<file path="config.mk">
export PLATFORM = sky130hd
export DESIGN_NAME = wdog_top
export DESIGN_NICKNAME = d
export VERILOG_FILES = /design/src/rtl/wdog_pkg.sv /design/src/rtl/wdog_prescale.sv /design/src/rtl/wdog_counter.sv /design/src/rtl/wdog_pulse.sv /design/src/rtl/wdog_regs.sv /design/src/rtl/wdog_top.sv
export SDC_FILE = /design/constraint.sdc
export NUM_CORES = 1
export LEC_CHECK = 0
export BUFFER_PORTS_ARGS = -buffer_cell sky130_fd_sc_hd__buf_2
export CORE_MARGIN = 2
export CORE_UTILIZATION = 40
export CTS_CLUSTER_SIZE = 12
export DETAILED_ROUTE_END_ITERATION = 10
export RECOVER_POWER = 100
export SYNTH_ARGS = -nofsm -noshare
export SYNTH_HDL_FRONTEND = slang
export SYNTH_SLANG_ARGS = --single-unit
</file>
<file path="constraint.sdc">
create_clock -name clk_i -period 4.29 [get_ports clk_i]
set_input_delay 0.429 -clock clk_i [delete_from_list [all_inputs] [get_ports clk_i]]
set_output_delay 0.429 -clock clk_i [all_outputs]
set_load 0.01 [all_outputs]
</file>
<file path="src/rtl/wdog_pkg.sv">
package wdog_pkg;
  localparam int unsigned DATA_W    = 32;
  localparam int unsigned CNT_W     = 16;
  localparam int unsigned HI_W      = 5;
  localparam int unsigned SCAL_W    = 11;
  localparam int unsigned DSEL_W    = 3;
  localparam int unsigned MAX_LOG2  = 10;
  localparam int unsigned PULSE_LEN = 8;

  localparam logic [3:0] A_RESTART = 4'd0;
  localparam logic [3:0] A_MODE    = 4'd1;
  localparam logic [3:0] A_OVF     = 4'd2;
  localparam logic [3:0] A_CLR     = 4'd3;
  localparam logic [3:0] A_STAT    = 4'd4;
  localparam logic [3:0] A_IRQ_SET = 4'd5;
  localparam logic [3:0] A_IRQ_CLR = 4'd6;
  localparam logic [3:0] A_MASK    = 4'd7;
  localparam logic [3:0] A_COUNT   = 4'd8;

  localparam logic [15:0] KICK_KEY = 16'hC071;
  localparam logic [7:0]  MODE_KEY = 8'h37;
  localparam logic [11:0] OVF_KEY  = 12'h234;

  typedef struct packed {
    logic [HI_W-1:0]   hpre;
    logic [SCAL_W-1:0] scal;
    logic              src_sys;
    logic [DSEL_W-1:0] dsel;
  } mode_t;

  localparam mode_t MODE_RST = '{hpre: '1, scal: '0, src_sys: 1'b0, dsel: '0};

  // divide table skips 64
  function automatic int unsigned div_log2(input logic [DSEL_W-1:0] code);
    case (code)
      3'd5:    return 7;
      3'd6:    return 8;
      3'd7:    return 10;
      default: return int'(code) + 1;
    endcase
  endfunction
endpackage

</file>
<file path="src/rtl/wdog_prescale.sv">
module wdog_prescale
  import wdog_pkg::*;
#(
  parameter int unsigned SW = SCAL_W,
  parameter int unsigned DW = MAX_LOG2
) (
  input  logic              clk_i,
  input  logic              rst_ni,
  input  logic              clr_i,
  input  logic              run_i,
  input  logic              src_sys_i,
  input  logic [SW-1:0]     scal_i,
  input  logic [DSEL_W-1:0] dsel_i,
  input  logic              ext_tick_i,
  output logic              tick_o
);
  logic [SW-1:0] sys_q;
  logic [DW-1:0] div_q;
  logic [DW-1:0] last;
  logic          base;

  assign last = DW'((32'd1 << div_log2(dsel_i)) - 32'd1);
  assign base = src_sys_i ? (sys_q == scal_i) : ext_tick_i;
  assign tick_o = run_i && !clr_i && base && (div_q == last);

  always_ff @(posedge clk_i or negedge rst_ni) begin
    if (!rst_ni) begin
      sys_q <= '0;
      div_q <= '0;
    end else if (clr_i || !run_i) begin
      sys_q <= '0;
      div_q <= '0;
    end else begin
      if (src_sys_i) sys_q <= base ? '0 : sys_q + 1'b1;
      if (base)      div_q <= (div_q == last) ? '0 : div_q + 1'b1;
    end
  end


  tick_gap_chk: assert property (@(posedge clk_i) disable iff (!rst_ni)
    tick_o |=> !tick_o);
endmodule

</file>
<file path="src/rtl/wdog_counter.sv">
module wdog_counter
  import wdog_pkg::*;
#(
  parameter int unsigned CW = CNT_W,
  parameter int unsigned HW = HI_W
) (
  input  logic          clk_i,
  input  logic          rst_ni,
  input  logic          restart_i,
  input  logic          en_i,
  input  logic          tick_i,
  input  logic [HW-1:0] hpre_i,
  output logic [CW-1:0] cnt_o,
  output logic          restarting_o,
  output logic          pend_evt_o,
  output logic          ovf_evt_o
);
  localparam int unsigned LW = CW - HW;

  logic [CW-1:0] cnt_q, nxt;
  logic          dec;

  assign dec = !restart_i && en_i && tick_i && (cnt_q != '0);
  assign nxt = cnt_q - 1'b1;
  assign ovf_evt_o  = dec && (nxt == '0);
  assign pend_evt_o = dec && (cnt_q[CW-1:LW] != '0) && (nxt[CW-1:LW] == '0);
  assign cnt_o = cnt_q;

  always_ff @(posedge clk_i or negedge rst_ni) begin
    if (!rst_ni) begin
      cnt_q        <= '1;
      restarting_o <= 1'b0;
    end else begin
      restarting_o <= restart_i;
      if (restart_i) cnt_q <= {hpre_i, {LW{1'b1}}};
      else if (dec)  cnt_q <= nxt;
    end
  end


  hold_off_chk: assert property (@(posedge clk_i) disable iff (!rst_ni)
    (!en_i && !restart_i) |=> $stable(cnt_q));

  stop_zero_chk: assert property (@(posedge clk_i) disable iff (!rst_ni)
    (cnt_q == '0 && !restart_i) |=> cnt_q == '0);
endmodule

</file>
<file path="src/rtl/wdog_pulse.sv">
module wdog_pulse #(
  parameter int unsigned LEN = 8
) (
  input  logic clk_i,
  input  logic rst_ni,
  input  logic fire_i,
  output logic pulse_o
);
  localparam int unsigned PW = $clog2(LEN + 1);
  logic [PW-1:0] left_q;

  always_ff @(posedge clk_i or negedge rst_ni) begin
    if (!rst_ni)            left_q <= '0;
    else if (fire_i)        left_q <= PW'(LEN);
    else if (left_q != '0)  left_q <= left_q - 1'b1;
  end
  assign pulse_o = (left_q != '0);
endmodule

</file>
<file path="src/rtl/wdog_regs.sv">
module wdog_regs
  import wdog_pkg::*;
(
  input  logic              clk_i,
  input  logic              rst_ni,
  input  logic              wr_i,
  input  logic [3:0]        addr_i,
  input  logic [DATA_W-1:0] wdata_i,
  input  logic [CNT_W-1:0]  cnt_i,
  input  logic              restarting_i,
  input  logic              pend_evt_i,
  input  logic              ovf_evt_i,
  output logic              restart_o,
  output mode_t             mode_o,
  output logic [2:0]        ovf_cfg_o,
  output logic [DATA_W-1:0] rdata_o,
  output logic              irq_o
);
  localparam int unsigned LW = CNT_W - HI_W;

  mode_t      mode_q;
  logic [2:0] ovf_q;
  logic [1:0] st_q, mask_q, st_clr, evt;
  logic       live_pend;
  logic       unused_bits;

  assign unused_bits = ^wdata_i[23:21];
  assign restart_o = wr_i && addr_i == A_RESTART && wdata_i[15:0] == KICK_KEY;
  assign st_clr    = (wr_i && addr_i == A_CLR) ? wdata_i[1:0] : 2'b00;
  assign evt       = {ovf_evt_i, pend_evt_i};
  assign live_pend = ovf_q[0] && (cnt_i[CNT_W-1:LW] == '0);

  always_ff @(posedge clk_i or negedge rst_ni) begin
    if (!rst_ni) begin
      mode_q <= MODE_RST;
      ovf_q  <= '0;
      st_q   <= '0;
      mask_q <= '0;
    end else begin
      if (wr_i && addr_i == A_MODE && wdata_i[31:24] == MODE_KEY)
        mode_q <= '{hpre: wdata_i[20:16], scal: wdata_i[14:4],
                    src_sys: wdata_i[3], dsel: wdata_i[2:0]};
      if (wr_i && addr_i == A_OVF && wdata_i[15:4] == OVF_KEY)
        ovf_q <= wdata_i[2:0];
      st_q <= (st_q & ~st_clr) | evt;
      if (wr_i && addr_i == A_IRQ_SET) mask_q <= mask_q | wdata_i[1:0];
      if (wr_i && addr_i == A_IRQ_CLR) mask_q <= mask_q & ~wdata_i[1:0];
    end
  end

  assign mode_o    = mode_q;
  assign ovf_cfg_o = ovf_q;
  assign irq_o     = |(st_q & mask_q);

  always_comb begin
    rdata_o = '0;
    case (addr_i)
      A_MODE:  begin
        rdata_o[20:16] = mode_q.hpre;
        rdata_o[14:4]  = mode_q.scal;
        rdata_o[3]     = mode_q.src_sys;
        rdata_o[2:0]   = mode_q.dsel;
      end
      A_OVF:   rdata_o[2:0] = ovf_q;
      A_STAT:  begin
        rdata_o[8]   = live_pend;
        rdata_o[1:0] = st_q;
      end
      A_MASK:  rdata_o[1:0] = mask_q;
      A_COUNT: begin
        rdata_o[16]   = restarting_i;
        rdata_o[15:0] = cnt_i;
      end
      default: rdata_o = '0;
    endcase
  end


  mode_key_chk: assert property (@(posedge clk_i) disable iff (!rst_ni)
    (wr_i && addr_i == A_MODE && wdata_i[31:24] != MODE_KEY) |=> $stable(mode_q));

  ovf_key_chk: assert property (@(posedge clk_i) disable iff (!rst_ni)
    (wr_i && addr_i == A_OVF && wdata_i[15:4] != OVF_KEY) |=> $stable(ovf_q));

  st_clear_chk: assert property (@(posedge clk_i) disable iff (!rst_ni)
    (wr_i && addr_i == A_CLR && wdata_i[1] && !ovf_evt_i) |=> !st_q[1]);
endmodule

</file>
<file path="src/rtl/wdog_top.sv">
module wdog_top
  import wdog_pkg::*;
(
  input  logic        clk_i,
  input  logic        rst_ni,
  input  logic        ext_tick_i,
  input  logic        wr_i,
  input  logic [3:0]  addr_i,
  input  logic [31:0] wdata_i,
  output logic [31:0] rdata_o,
  output logic        irq_o,
  output logic        reset_o,
  output logic        ext_o
);
  mode_t            mode;
  logic [2:0]       ovf_cfg;
  logic             restart, tick, restarting, pend_evt, ovf_evt;
  logic [CNT_W-1:0] cnt;
  logic [1:0]       pulse;

  wdog_regs u_regs (
    .clk_i, .rst_ni, .wr_i, .addr_i, .wdata_i,
    .cnt_i(cnt), .restarting_i(restarting),
    .pend_evt_i(pend_evt), .ovf_evt_i(ovf_evt),
    .restart_o(restart), .mode_o(mode), .ovf_cfg_o(ovf_cfg),
    .rdata_o, .irq_o
  );

  wdog_prescale u_pre (
    .clk_i, .rst_ni, .clr_i(restart), .run_i(ovf_cfg[0]),
    .src_sys_i(mode.src_sys), .scal_i(mode.scal), .dsel_i(mode.dsel),
    .ext_tick_i, .tick_o(tick)
  );

  wdog_counter u_cnt (
    .clk_i, .rst_ni, .restart_i(restart), .en_i(ovf_cfg[0]), .tick_i(tick),
    .hpre_i(mode.hpre), .cnt_o(cnt), .restarting_o(restarting),
    .pend_evt_o(pend_evt), .ovf_evt_o(ovf_evt)
  );

  // index 0: reset pulse, index 1: external strobe
  for (genvar g = 0; g < 2; g++) begin : g_pulse
    wdog_pulse #(.LEN(PULSE_LEN)) u_p (
      .clk_i, .rst_ni, .fire_i(ovf_evt && ovf_cfg[g+1]), .pulse_o(pulse[g])
    );
  end

  assign reset_o = pulse[0];
  assign ext_o   = pulse[1];


  rst_at_zero_chk: assert property (@(posedge clk_i) disable iff (!rst_ni)
    $rose(reset_o) |-> cnt == '0);
endmodule

</file>
==> results.txt <==
----------------------------------------------------
[Setup path]
  Critical path start-end classification ... flip-flop to flip-flop
  Element type at the critical path start ... flip-flop
  Worst reg-to-reg setup slack ... 0.22 ns
  Category of the worst setup path capture point ... flip-flop
  CP Data Arrival Time ... 4.33 ns
  Worst Reg-to-Reg Cells ... 14
  Reg-to-reg critical path endpoint ... u_cnt.cnt_o[2]
  Crit-path max FO ... 7
  Most prevalent standard cell on the critical path ... sky130_fd_sc_hd__ha_1
  Worst reg2reg startpoint ... u_regs.mode_o[0]
  Worst path slowest cell ... sky130_fd_sc_hd__or4_1
  Peak per-stage delay on the critical path ... ~0.57 ns
  Required arrival time at the worst endpoint ... approximately 4.6 ns
  Series of cell instances along the critical path ... ha_1, ha_1, a21oi_2, nand3_2, nor3_1, inv_1, ha_1, or4_1, and4_4, a211oi_4, and4_1, clkbuf_2, a311oi_1, a31oi_1

[CTS]
  Post-CTS Setup Bufs ... 0
  Cts-stage hold buffer count ... 0
  CTS tree ... yes
  CTS-repair resized insts ... 0
  Number of sinks handled by clock tree synthesis ... 73
  Buffer depth of the longest clock path ... 2
  Cell at the root of the clock tree ... sky130_fd_sc_hd__clkbuf_16
  Number of clock buffers inserted by TritonCTS ... 9
  Clock-pin slew on the worst setup and hold paths ... 0.06 ns
  H-tree depth ... 3
  Latest clock arrival within the worst-skew pair ... 0.34 ns

[Routing]
  First-pass iteration count of the detailed router ... 5
  Vias per inst ... approximately 5.8
  Detailed-route wire length ... 13760 um
  DRC violation count after routing ... 0
  Routed wire length per instance ... 17.27 um
  Via total after detailed routing ... 4603
  Remaining antenna violation count after routing ... 0
  1st-iter DRT viols ... 380

[Placement]
  Setup slack at placement ... 0.2700 ns
  Count of buffers from port buffering ... 60
  Post-detailed-placement half-perimeter wirelength ... 10280 um
  Number of cells after detailed placement ... 781
  Weighted congestion reported at the end of routability-driven placement ... a little under 0.9

[Global routing]
  First-pass GRT wire length ... roughly 23000 um
  All-Layer GR Usage ... 0.2103
  Number of antenna violations at the first check in global routing ... 0
  Largest net degree at the start of global routing ... 74
  Via count of the first global-routing pass ... 4434
  Grt total ovfl ... 0

[STA]
  RSZ-0062 raised after global routing ... false
  Worst Setup Slack, final ... 0.2190 ns
  Post-route fraction of the period consumed by the critical path ... 0.9489
  Clock skew after layout ... between 0.005 and 0.006 ns
  Max-slew headroom ... -0.2688
  Least-Margin Pin Slew ... around 1.9 ns
  Number of pins with negative max-slew slack in the final report ... 74
  Final Setup Violations ... 0
  Post-Route Setup TNS ... 0 ns
  Final worst path period need ... ~4.1 ns
  Achievable clock frequency ... 245.6 MHz
  Number of endpoints with negative hold slack in the final report ... 0

[Min path]
  Hold Crit Endpoint ... u_regs.mode_o[19]
  Worst hold-check path type ... input pin to flip-flop
  Source of the worst hold timing path ... wdata_i[20]
  Worst hold path cell count ... 2

[Pwr]
  Power density over cell area ... approximately 270 nW/um2
  Final total power ... 1571 uW
  Peak VDD IR ... between 0.00015 and 0.0002 V
  Internal power consumption ... 1207 uW
  NetSw ... between 300 and 400 uW
  Clock network power share ... 0.502
  Share of total power consumed by net switching ... 0.2315
  Static Leakage ... 0.002395 uW
  Gate power share ... 0.057
  Share of power burned in registers ... 0.441

[Logic synthesis]
  Count of cell types in the netlist ... 79
  Mean cell area of the mapped netlist ... about 9 um2
  Share of the yosys chip area belonging to registers ... 0.3627
  Post-synthesis instance total ... 567
  Number of synthesized flops with an enable pin ... 0
  Flops & latches, synth ... 73
  Asr flop ratio synth ... 1.000
  Area of the mapped netlist ... 5109 um2
  Synthesis Warnings ... 0
  Commonest register cell after synthesis ... sky130_fd_sc_hd__dfrtp_1

[Cells and area]
  Most common cell after layout, fill and taps aside ... sky130_fd_sc_hd__dfrtp_1
  Area growth from synthesis to final layout ... 13.84%
  Most frequent cells in the layout ... 52 x sky130_fd_sc_hd__dfrtp_1, 41 x sky130_fd_sc_hd__nand2_1, 40 x sky130_fd_sc_hd__nor2_1, 37 x sky130_fd_sc_hd__buf_2, 28 x sky130_fd_sc_hd__inv_1
  Ratio of cells with drive above 1 in the final layout ... 0.2000
  Cell Count, Final, Fillers Out ... roughly 800
  Filler Cell Count ... 1217
  Final #Nets ... 674
  N_diodes ... 0

[Floorplanning]
  Die width ... 117.0 um
  Die height ... ~120 um
  # IOs ... 75
  Effective utilization at floorplan ... 0.4065
  Core Rows ... 41
  Die area ... about 14000 um2
  Core footprint ... 12570 um2

[Outcome]
  Status ... finished with violations
  Violations in the final reports ... max-capacitance violations, max-slew violations

[Flow run]
  Maximum capacitance violations ... 1

----------------------------------------------------
## critical path: cells and delay by family, from the launching register on
family	cells	cell delay [ns]
flops	1	0.43
compound gates	4	0.77
fa+ha+maj	3	0.77
buf+inv	2	0.33
simple gates	5	1.67
## routing by layer
layer  part of all wire  vias up  track usage  routed length, um
li1                   -     2200            -                  -
met4              0.016        0      0.07059                225
met5                  0        -            0                  0
met1               0.47     2224       0.2885               6429
met2               0.47      160       0.3360               6425
met3              0.050       19      0.03913                683
## registers in the layout, summed over array words and instances (netlist names), named ones only
| register | flops |
|---|---|
| g_pulse.u_p.left_q | 8 |
| u_cnt.cnt_o | 16 |
| u_cnt.restarting_o | 1 |
| u_pre.div_q | 10 |
| u_pre.sys_q | 11 |
| u_regs.mode_o | 20 |
| u_regs.ovf_cfg_o | 3 |
| u_regs.st_q | 2 |
## worst max-delay path by stage
| stage | start | depth (start not counted) | to | slack (ns) |
|---|---|---|---|---|
| final | u_regs.mode_o[0] | 14 | u_cnt.cnt_o[2] | 0.22 |
| after global routing | u_regs.mode_o[0] | 14 | u_cnt.cnt_o[9] | 0.01 |
| after CTS | u_regs.mode_o[0] | 13 | g_pulse[1].u_p.left_q[2] | 0.26 |
| after detailed placement | u_regs.mode_o[0] | 13 | g_pulse[1].u_p.left_q[2] | 0.27 |
| after global placement | u_regs.mode_o[0] | 13 | g_pulse[0].u_p.left_q[1] | 0.35 |
| after floorplan | u_regs.mode_o[0] | 15 | u_cnt.cnt_o[15] | 0.64 |
## power groups by stage
stage | clock [uW] | sequential (uW) | combinational (uW)
after floorplan | 0 | 704 | 48.6
after global placement | 0 | 705 | 89.7
after detailed placement | 0 | 705 | 90.7
after CTS | 805 | 693 | 91.3
after global routing | 834 | 693 | 101
final | 789 | 693 | 89.6
## kinds of logic (layout without fill, tap and decap cells)
logic type	count (synthesis)	count (layout)	synth area share
AND/OR/NAND/NOR	214	214	0.2332
AO/OA/AOI/OAI	138	138	0.1957
flip-flops	73	73	0.3627
buffers and inverters	68	116	0.06172
XOR/XNOR	35	35	0.06000
multiplexers	24	24	0.05168
adder cells (fa/ha/maj)	14	14	0.03429
other	1	11	0.0007340
## through the flow
step	hold WS (ns)	cell area (um2)	util
finish	0.3257	5816	0.4627
global route	0.3263	5816	0.4627
CTS	0.2797	5858	0.4661
detailed placement	0.5014	5544	0.4411
global placement	0.4927	5544	0.4411
floorplan	0.1334	5146	-
## synthesized netlist by cell type (3+ instances only)
library cell,count,area [um2]
sky130_fd_sc_hd__a211oi_1,3,22.52
sky130_fd_sc_hd__a21o_1,7,52.55
sky130_fd_sc_hd__a21oi_1,17,85.08
sky130_fd_sc_hd__a22o_1,14,122.6
sky130_fd_sc_hd__a22oi_1,3,22.52
sky130_fd_sc_hd__a311oi_1,9,78.83
sky130_fd_sc_hd__a31oi_1,17,106.4
sky130_fd_sc_hd__a41oi_1,3,26.28
sky130_fd_sc_hd__and2_1,8,50.05
sky130_fd_sc_hd__and3_1,7,43.79
sky130_fd_sc_hd__buf_4,13,97.59
sky130_fd_sc_hd__clkbuf_1,22,82.58
sky130_fd_sc_hd__dfrtp_1,52,1301
sky130_fd_sc_hd__dfstp_2,21,551.8
sky130_fd_sc_hd__ha_1,14,175.2
sky130_fd_sc_hd__inv_1,28,105.1
sky130_fd_sc_hd__mux2_2,19,214.0
sky130_fd_sc_hd__mux2i_1,5,50.05
sky130_fd_sc_hd__nand2_1,41,153.9
sky130_fd_sc_hd__nand3_1,17,85.08
sky130_fd_sc_hd__nand3b_1,4,30.03
sky130_fd_sc_hd__nand4_1,17,106.4
sky130_fd_sc_hd__nand4b_1,5,43.79
sky130_fd_sc_hd__nor2_1,40,150.1
sky130_fd_sc_hd__nor2b_1,5,31.28
sky130_fd_sc_hd__nor3_1,25,125.1
sky130_fd_sc_hd__nor3b_1,6,45.04
sky130_fd_sc_hd__nor4_1,7,43.79
sky130_fd_sc_hd__nor4_2,4,50.05
sky130_fd_sc_hd__nor4b_1,3,26.28
sky130_fd_sc_hd__o21ai_0,26,130.1
sky130_fd_sc_hd__o22ai_1,4,25.02
sky130_fd_sc_hd__or2_2,3,18.77
sky130_fd_sc_hd__or3_1,6,37.54
sky130_fd_sc_hd__or4_1,5,37.54
sky130_fd_sc_hd__xnor2_1,24,210.2
sky130_fd_sc_hd__xor2_1,11,96.34
## cell type report
| type | instances | area [um2] | area share |
|---|---|---|---|
| Clock inverter | 5 | 61.31 | 0.01054 |
| Tap cell | 172 | 215.2 | 0.03701 |
| Timing Repair Buffer | 72 | 350.3 | 0.06024 |
| Sequential cell | 73 | 1853 | 0.3186 |
| Clock buffer | 11 | 252.7 | 0.04346 |
| Inverter | 28 | 105.1 | 0.01807 |
| Multi-Input combinational cell | 436 | 2978 | 0.5120 |
(Power assumes the default switching activity.)
